$ cat config.mk
export PLATFORM = sky130hd
export DESIGN_NAME = scaleStepGen
export DESIGN_NICKNAME = d
export VERILOG_FILES = /design/src/rtl/scaleStepPkg.sv /design/src/rtl/scaleStepCtrl.sv /design/src/rtl/scaleStepData.sv /design/src/rtl/scaleStepGen.sv
export SDC_FILE = /design/constraint.sdc
export NUM_CORES = 1
export LEC_CHECK = 0
export BUFFER_PORTS_ARGS = -buffer_cell sky130_fd_sc_hd__buf_4
export CAP_MARGIN = 20
export CORE_UTILIZATION = 29
export DETAILED_ROUTE_END_ITERATION = 7
export GPL_ROUTABILITY_DRIVEN = 0
export PLACE_DENSITY_LB_ADDON = 0.05
export SLEW_MARGIN = 10
export SYNTH_ARGS = -nofsm -noshare
export SYNTH_HDL_FRONTEND = slang
export SYNTH_SLANG_ARGS = --single-unit
$ cat constraint.sdc
create_clock -name clk -period 10.7 [get_ports clk]
set_input_delay 1.07 -clock clk [delete_from_list [all_inputs] [get_ports clk]]
set_output_delay 1.07 -clock clk [all_outputs]
set_load 0.01 [all_outputs]
$ cat src/rtl/scaleStepPkg.sv
package scaleStepPkg;

  typedef struct packed {
    logic load;
    logic step;
    logic finish;
  } ctrlStrobeT;

  typedef enum logic [1:0] {
    DIV_NONE    = 2'b00,
    DIV_HALF    = 2'b01,
    DIV_QUARTER = 2'b10
  } preDivE;

endpackage

$ cat src/rtl/scaleStepCtrl.sv
module scaleStepCtrl
  import scaleStepPkg::*;
#(
  parameter int ITER = 37
) (
  input  logic       clk,
  input  logic       rstN,
  input  logic       start,
  input  logic       dstZero,
  output ctrlStrobeT strobes,
  output logic       done,
  output logic       err,
  output logic       busy
);
  localparam int CNT_W = $clog2(ITER);
  localparam logic [CNT_W-1:0] LAST_CNT = CNT_W'(ITER - 1);

  typedef enum logic [1:0] {ST_IDLE, ST_RUN, ST_FIN} stateE;

  stateE state;
  logic [CNT_W-1:0] iterCnt;

  always_comb begin
    strobes.load   = (state == ST_IDLE) && start && !dstZero;
    strobes.step   = (state == ST_RUN);
    strobes.finish = (state == ST_FIN);
  end

  assign busy = (state != ST_IDLE);

  always_ff @(posedge clk or negedge rstN) begin
    if (!rstN) begin
      state   <= ST_IDLE;
      iterCnt <= '0;
      done    <= 1'b0;
      err     <= 1'b0;
    end else begin
      done <= strobes.finish;
      err  <= (state == ST_IDLE) && start && dstZero;
      unique case (state)
        ST_IDLE: if (strobes.load) begin
          state   <= ST_RUN;
          iterCnt <= '0;
        end
        ST_RUN: begin
          iterCnt <= iterCnt + 1'b1;
          if (iterCnt == LAST_CNT) state <= ST_FIN;
        end
        ST_FIN:  state <= ST_IDLE;
        default: state <= ST_IDLE;
      endcase
    end
  end


  done_pulse_chk: assert property (@(posedge clk) disable iff (!rstN)
    done |=> !done);


  err_idle_chk: assert property (@(posedge clk) disable iff (!rstN)
    err |-> !busy && !done);


  strobe_excl_chk: assert property (@(posedge clk) disable iff (!rstN)
    $onehot0({strobes.load, strobes.step, strobes.finish}));


  no_restart_chk: assert property (@(posedge clk) disable iff (!rstN)
    (busy && start) |=> busy || done);

endmodule

$ cat src/rtl/scaleStepData.sv
module scaleStepData
  import scaleStepPkg::*;
#(
  parameter int          SIZE_W   = 16,
  parameter int          FRAC_W   = 21,
  parameter int          STEP_W   = 32,
  parameter logic [31:0] VERT_ADD = 32'h514
) (
  input  logic              clk,
  input  logic              rstN,
  input  ctrlStrobeT        strobes,
  input  logic              axisVert,
  input  logic [SIZE_W-1:0] srcSize,
  input  logic [SIZE_W-1:0] dstSize,
  output logic [STEP_W-1:0] masterStep,
  output logic [STEP_W-1:0] lumaStep,
  output logic [STEP_W-1:0] chromaStep,
  output logic [STEP_W-1:0] auxStep,
  output logic [1:0]        divCode
);
  localparam int DIVD_W = SIZE_W + FRAC_W;

  // pre-divide choice
  preDivE            selCode;
  logic [SIZE_W-1:0] selSrc;

  always_comb begin
    if ({1'b0, dstSize} >= {1'b0, srcSize}) begin
      selCode = DIV_NONE;
      selSrc  = srcSize;
    end else if ({dstSize, 1'b0} >= {1'b0, srcSize}) begin
      selCode = DIV_HALF;
      selSrc  = srcSize >> 1;
    end else begin
      selCode = DIV_QUARTER;
      selSrc  = srcSize >> 2;
    end
  end

  // restoring divider state
  logic [DIVD_W-1:0] quo;
  logic [SIZE_W-1:0] rem;
  logic [SIZE_W-1:0] divisor;
  preDivE            codeR;
  logic              vertR;

  logic [SIZE_W:0] trial;
  logic            fits;
  assign trial = {rem, quo[DIVD_W-1]};
  assign fits  = (trial >= {1'b0, divisor});

  always_ff @(posedge clk or negedge rstN) begin
    if (!rstN) begin
      quo     <= '0;
      rem     <= '0;
      divisor <= '0;
      codeR   <= DIV_NONE;
      vertR   <= 1'b0;
    end else if (strobes.load) begin
      quo     <= {selSrc, {FRAC_W{1'b0}}};
      rem     <= '0;
      divisor <= dstSize;
      codeR   <= selCode;
      vertR   <= axisVert;
    end else if (strobes.step) begin
      quo <= {quo[DIVD_W-2:0], fits};
      rem <= fits ? SIZE_W'(trial - {1'b0, divisor}) : trial[SIZE_W-1:0];
    end
  end

  // rounding, saturation and derived values
  logic [DIVD_W:0]   ceilQ;
  logic [STEP_W-1:0] satQ, nLuma, nChroma, nAux;

  always_comb begin
    ceilQ = {1'b0, quo} + {{DIVD_W{1'b0}}, (rem != '0)};
    satQ  = (|ceilQ[DIVD_W:STEP_W]) ? {STEP_W{1'b1}} : ceilQ[STEP_W-1:0];
    nLuma = satQ >> 2;
    if (vertR) begin
      nChroma = (codeR == DIV_NONE) ? (satQ >> 2) : (satQ >> 3);
      nAux    = nLuma + STEP_W'(VERT_ADD);
    end else begin
      nChroma = satQ >> 2;
      nAux    = satQ >> 1;
    end
  end

  always_ff @(posedge clk or negedge rstN) begin
    if (!rstN) begin
      masterStep <= '0;
      lumaStep   <= '0;
      chromaStep <= '0;
      auxStep    <= '0;
      divCode    <= 2'b00;
    end else if (strobes.finish) begin
      masterStep <= satQ;
      lumaStep   <= nLuma;
      chromaStep <= nChroma;
      auxStep    <= nAux;
      divCode    <= codeR;
    end
  end


  hold_result_chk: assert property (@(posedge clk) disable iff (!rstN)
    !strobes.finish |=> $stable(masterStep) && $stable(divCode));


  luma_rel_chk: assert property (@(posedge clk) disable iff (!rstN)
    strobes.finish |=> lumaStep == (masterStep >> 2));


  vert_reduce_chk: assert property (@(posedge clk) disable iff (!rstN)
    (strobes.finish && vertR && codeR != DIV_NONE) |=> chromaStep == (masterStep >> 3));


  code_legal_chk: assert property (@(posedge clk) disable iff (!rstN)
    divCode != 2'b11);


  rem_bound_chk: assert property (@(posedge clk) disable iff (!rstN)
    strobes.step |-> rem < divisor);

endmodule

$ cat src/rtl/scaleStepGen.sv
module scaleStepGen
  import scaleStepPkg::*;
#(
  parameter int          SIZE_W   = 16,
  parameter int          FRAC_W   = 21,
  parameter int          STEP_W   = 32,
  parameter logic [31:0] VERT_ADD = 32'h514
) (
  input  logic              clk,
  input  logic              rstN,
  input  logic              start,
  input  logic              axisVert,
  input  logic [SIZE_W-1:0] srcSize,
  input  logic [SIZE_W-1:0] dstSize,
  output logic [STEP_W-1:0] masterStep,
  output logic [STEP_W-1:0] lumaStep,
  output logic [STEP_W-1:0] chromaStep,
  output logic [STEP_W-1:0] auxStep,
  output logic [1:0]        divCode,
  output logic              done,
  output logic              err,
  output logic              busy
);
  localparam int ITER = SIZE_W + FRAC_W;

  ctrlStrobeT strobes;

  scaleStepCtrl #(.ITER(ITER)) ctrl_i (
    .clk     (clk),
    .rstN    (rstN),
    .start   (start),
    .dstZero (dstSize == '0),
    .strobes (strobes),
    .done    (done),
    .err     (err),
    .busy    (busy)
  );

  scaleStepData #(
    .SIZE_W   (SIZE_W),
    .FRAC_W   (FRAC_W),
    .STEP_W   (STEP_W),
    .VERT_ADD (VERT_ADD)
  ) data_i (
    .clk        (clk),
    .rstN       (rstN),
    .strobes    (strobes),
    .axisVert   (axisVert),
    .srcSize    (srcSize),
    .dstSize    (dstSize),
    .masterStep (masterStep),
    .lumaStep   (lumaStep),
    .chromaStep (chromaStep),
    .auxStep    (auxStep),
    .divCode    (divCode)
  );

endmodule

Word-level counts from Yosys, hierarchy flattened
Index checks and enable logic that the tools add are counted.

Reductions and logical operators: 14. Equal/unequal tests: 5. Shifts and indexed selects: 0. Order comparisons: 3. Divide/modulo/power cells: 0. Multiplexer cells: 18. Add/sub/neg operators: 4. Bitwise gates (word level): 0. Multipliers: 0.

Operators with widths (number): 2-to-1 mux 32 bit (3); 2-to-1 mux 37 bit (2); 2-to-1 mux 16 bit (4); adder 37 x 1 -> 38 bit (1); greater-or-equal comparator 17 x 16 -> 1 bit (2); adder 30 x 11 -> 31 bit (second input constant) (1); 2-to-1 mux 30 bit (1); greater-or-equal comparator 16 bit (1); zero test 16 bit (1); nonzero test 16 bit (1); subtractor 16 bit (1); 2-to-1 mux 15 bit (1); case mux 6 bit (2 select lines) (1); 2-to-1 mux 2 bit (4); adder 6 x 1 -> 6 bit (second input constant) (1); equality test 6 bit (second input constant) (1); 2-to-1 mux 6 bit (1); nonzero test 2 bit (3); OR reduction 6 bit (1); zero test 2 bit (2); case mux 2 bit (2 select lines) (1); AND reduction 2 bit (2); logical AND 1 bit (3); equality test 2 x 1 -> 1 bit (second input constant) (1); other kinds (4) (4).

Register bits after elaboration: 210. RAM bits: 0. Latch bits: 0. ROM bits: 0. Memories: 0. Bits of input ports: 36.

Longest topological paths before layout
Word-level depth: 6. Depth in mapped cells: 21. Mapped depth without buffers: 18.

Cells and area by module
From an unflattened synthesis, not the netlist that was laid out.

Cells, all modules: 1307. Area, all modules: 11456.0 um^2.

By module, submodules not included: scaleStepData (times used 1, area an instance 10926.7 um^2, sequential area each 4179.0 um^2, cells an instance 1258); scaleStepCtrl (times used 1, area an instance 495.5 um^2, sequential area each 250.2 um^2, cells an instance 44); scaleStepGen (times used 1, area an instance 33.8 um^2, sequential area each 0.0 um^2, cells an instance 5).

Worst setup path after synthesis
No wires, ideal clock.

Kind: register to register. Start point: register data_i.rem[0]. End point: register data_i.auxStep[28]. Required time: 10.576 ns. Path buffers: 3. Cell stages (with the launch flop): 22. Setup slack: 6.335 ns. Period minus slack after synthesis: 4.365 ns. Data arrival time: 4.241 ns. Path through: dfrtp_1 -> nor4_1 -> nand4_1 -> ha_1 -> ha_1 -> buf_2 -> nand2_1 -> nor4_1 -> mux2i_1 -> or2_2 -> clkbuf_1 -> buf_2 -> nor2_2 -> inv_1 -> ha_1 -> inv_1 -> a221oi_1 -> o22ai_1 -> or3_1 -> o41ai_2 -> xnor2_1 -> o21ai_1.

Word-level cells in the longest chain between the ends: 6.

RTL lines: start, declared (line scaleStepData.sv:42) `logic [SIZE_W-1:0] rem;`; start signal, assigned (line scaleStepData.sv:67) `rem <= fits ? SIZE_W'(trial - {1'b0, divisor}) : trial[SIZE_W-1:0];`; nonzero test 16 bit * (line scaleStepData.sv:76) `ceilQ = {1'b0, quo} + {{DIVD_W{1'b0}}, (rem != '0)};`; adder 37 x 1 -> 38 bit * (line scaleStepData.sv:76); OR reduction 6 bit (line scaleStepData.sv:77) `satQ = (|ceilQ[DIVD_W:STEP_W]) ? {STEP_W{1'b1}} : ceilQ[STEP_W-1:0];`; 2-to-1 mux 32 bit * (line scaleStepData.sv:77); net data_i.satQ[4] (line scaleStepData.sv:73) `logic [STEP_W-1:0] satQ, nLuma, nChroma, nAux;`; adder 30 x 11 -> 31 bit * (line scaleStepData.sv:81) `nAux = nLuma + STEP_W'(VERT_ADD);`; 2-to-1 mux 32 bit * (line scaleStepData.sv:79) `if (vertR) begin`; end signal, assigned (line scaleStepData.sv:99) `auxStep <= nAux;`; end, declared (line scaleStepData.sv:18) `output logic [STEP_W-1:0] auxStep,`.

The timed path passes the listed nets; every way through them passes the cells marked *. A chain may end at the register's enable or synchronous reset.

Worst setup path in the final report
Start point: register data_i.rem[12]. End point: register data_i.auxStep[28].

Same word-level chain as after synthesis.

==> results.py <==
metrics = {
    "synth": {
        "synthCells": 1378,
        "ys_top_cells_by_area": "dfrtp_1 39%, nand2_1 7.2%, o21ai_0 5.8%",
        "yosysWarnings": 0,
        "synth.avg_cell_area_um2": 8.329,
        "synth_top_area_share": 0.3859,
        "synthArstFlopShare": 1.000,
        "synth_ff_type": "dfrtp_1",
        "ys_seq_area_frac": 0.3859,
        "synth.ff_latch_count": 177,
        "yosysMostFrequentCell": "nand2_1",
        "yosysUniqueCellTypes": 82,
        "synth_common_cells": "220 x nand2_1, 177 x dfrtp_1, 133 x o21ai_0",
        "syn_area_um2": 11480,
        "yosys.area.top_type": "dfrtp_1",
        "synth_edf_count": 0,
    },
    "run_status": {
        "status": "finished clean",
    },
    "place": {
        "port_buffers": 163,
        "placed_cells": 1953,
        "hpwl_um": 30560,
    },
    "route": {
        "wl_per_cell_um": 20.63,
        "drt_first_pass_iters": 6,
        "drtIter0Drc": 742,
        "drc": 0,
        "via_count": 10359,
        "ant_nets": 0,
        "vias_per_cell": 5.216,
        "totalWireLength_um": 40970,
    },
    "die": {
        "core-area_um2": 38830,
        "ioPinCount": 169,
        "die_width_um": 200.9,
        "placementRows": 72,
        "start_util": 0.2956,
        "dieArea_um2": 40380,
        "fp.dieH_um": 200.9,
    },
    "critical_path": {
        "critPathSlowestCell": "or2_2",
        "r2r_start": "data_i.rem[12]",
        "cpMostUsedCell": "ha_1",
        "crit_path_end_kind": "flip-flop",
        "start_kind": "flip-flop",
        "path_cells": "nor4_1 -> nand4_1 -> ha_1 -> ha_1 -> nand2_1 -> nor4_1 -> mux2i_1 -> or2_2 -> nor2_2 -> inv_1 -> ha_1 -> inv_1 -> a221oi_1 -> o22ai_1 -> or3_1 -> o41ai_2 -> xnor2_1 -> o21ai_1",
        "cp_max_fo": 23,
        "cp.required_ps": 11030,
        "slowest_delay_ps": 570,
        "crit_type": "flip-flop to flip-flop",
        "crit_arrival_ps": 6200,
        "startpoint": "data_i.rem[12]",
    },
    "clocking": {
        "clk_latency_ps": 450,
        "cts_htree_levels": 4,
        "cts_root_buf": "clkbuf_16",
        "cts-resized-gates": 0,
        "numCtsBuffers": 17,
        "cts_hold_buf": 0,
        "cts_tree": "done",
        "clk_pin_slew_ps": 70,
        "postCtsSetupBuffers": 0,
        "clkSinkCount": 177,
        "clockBufferDepth": 2,
    },
    "global_route": {
        "busiest_layer": "met2",
        "gr-usage-met1": 0.2954,
        "grtUsageTotal": 0.2050,
        "grtUsageMet3": 0.02565,
        "antenna_found_initial": 0,
        "grt_pass1_vias": 10013,
        "grt_pass1_wl_um": 63540,
        "grtUsageMet2": 0.3150,
        "grt_max_degree": 95,
        "grt.overflow.total": 0,
    },
    "sta": {
        "slew_headroom": 0.3106,
        "post-route-period-util": 0.5489,
        "tightest_slew_ps": 1027,
        "fin_crit_ps": 5873,
        "fin_tns_setup_ps": 0,
        "skew_ps": 13.79,
        "hold_viol_final": 0,
        "max_clock_freq_mhz": 170.3,
        "rsz0062_at_grt": "false",
        "setup_viol": 0,
        "final_max_slew_viol_count": 0,
    },
    "power": {
        "leakage_nw": 6.413,
        "worst_ir_drop_vdd_uv": 79.52,
        "power.density_nw_per_um2": 104.6,
    },
    "hold_path": {
        "min-delay-start": "data_i.auxStep[19]",
        "hold_class": "flip-flop to flip-flop",
    },
    "final_layout": {
        "drive_gt1_frac": 0.1766,
        "finalNonFillerCells": 1986,
        "synthToLayoutAreaGrowth_pct": 17.78,
        "nNetsFinal": 1543,
        "fillCellCount": 4125,
        "regArea_um2": 4431,
        "multi_input_area_um2": 6286,
    },
    "flow_run": {
        "drv_cap": 0,
    },
}
## kinds of logic after synthesis
logic type / count (synthesis) / share of synthesized area
buf+inv: 176 / 0.07261
compound gates: 357 / 0.1934
xor+xnor: 54 / 0.04121
flops: 177 / 0.3859
simple gates: 524 / 0.2150
other cells: 1 / 0.0003267
fa+ha+maj: 53 / 0.05843
mux: 36 / 0.03314
## layout make-up
class / count / share of cell area
Antenna cell: 1 / 0.0001851
Clock buffer: 20 / 0.03452
Timing Repair Buffer: 179 / 0.09968
Sequential cell: 177 / 0.3277
Inverter: 50 / 0.01388
Clock inverter: 12 / 0.01101
Tap cell: 518 / 0.04795
Multi-Input combinational cell: 1029 / 0.4650
## layer usage
metal | share of wire | wire, um | up-vias
met5 | 0 | 0 | -
met3 | 0.037 | 1524 | 35
li1 | - | - | 4993
met1 | 0.49 | 20120 | 5064
met4 | 0.023 | 932 | 0
met2 | 0.45 | 18400 | 267
## flip-flops by register name, indices dropped and copies added, names as in the netlist, 2 cells and up
signal             cells
ctrl_i.state           2
data_i.quo            37
data_i.divisor        16
data_i.chromaStep     30
data_i.masterStep     32
data_i.auxStep        31
ctrl_i.iterCnt         6
data_i.codeR           2
data_i.rem            16
data_i.divCode         2
## worst max-delay path: cells and delay by family, from the launching register on
family | cells | cell delay (ps)
AOI/OAI and AO/OA | 4 | 1260
and+or+nand+nor | 7 | 2120
muxes | 1 | 470
DFF | 1 | 400
xor gates and xnor gates | 1 | 170
adders and majority gates | 3 | 1130
buffers and inverters | 2 | 180
## worst paths after layout
kind	end	slack [ps]	cells past startpoint
worst max-delay path	data_i.auxStep[28]	4830	18
worst min-delay path	data_i.auxStep[19]	480	2
worst max register to register	data_i.auxStep[28]	4830	18
worst min register to register	data_i.auxStep[19]	480	2
max in group asynchronous	data_i.vertR	8730	2
min in group asynchronous	data_i.masterStep[15]	590	1
## placed cells by master, fill, tap and decap left out, types with 9 or more instances in the layout
cell type,count
nor3_1,19
and2_1,15
a21o_1,11
nand2b_1,10
nand3_1,48
nor4_1,16
nand4_1,26
and3_1,9
nor2_1,109
or3_1,10
mux2i_1,20
ha_1,52
dfrtp_1,176
xor2_1,22
a222oi_1,9
a21oi_1,77
buf_4,178
nand2_1,220
clkbuf_16,17
o21a_1,10
a31oi_1,37
xnor2_1,32
mux2_2,16
inv_1,48
o21ai_0,132
## power by group
| part | internal (mW) | leakage, nW | switching [mW] |
|---|---|---|---|
| Clock | 0.369 | 0.299 | 0.299 |
| Combinational | 0.0272 | 3.92 | 0.0514 |
| Sequential | 0.668 | 2.19 | 0 |
| Total | 1.06 | 6.41 | 0.350 |
## stage by stage
| stage | hold WS (ps) | total power [mW] | area, um2 | setup WS, ps | utilization |
|---|---|---|---|---|---|
| after floorplan | 456.3 | 0.7176 | 11490 | 6335 | - |
| after global placement | 465.0 | 0.7616 | 12900 | 5130 | 0.3322 |
| after detailed placement | 467.8 | 0.7617 | 12900 | 4906 | 0.3322 |
| after CTS | 491.3 | 1.438 | 13520 | 4904 | 0.3481 |
| after global routing | 510.3 | 1.472 | 13520 | 4375 | 0.3481 |
| final | 482.7 | 1.415 | 13520 | 4827 | 0.3482 |
No activity file was read; power rests on OpenSTA's default activity.
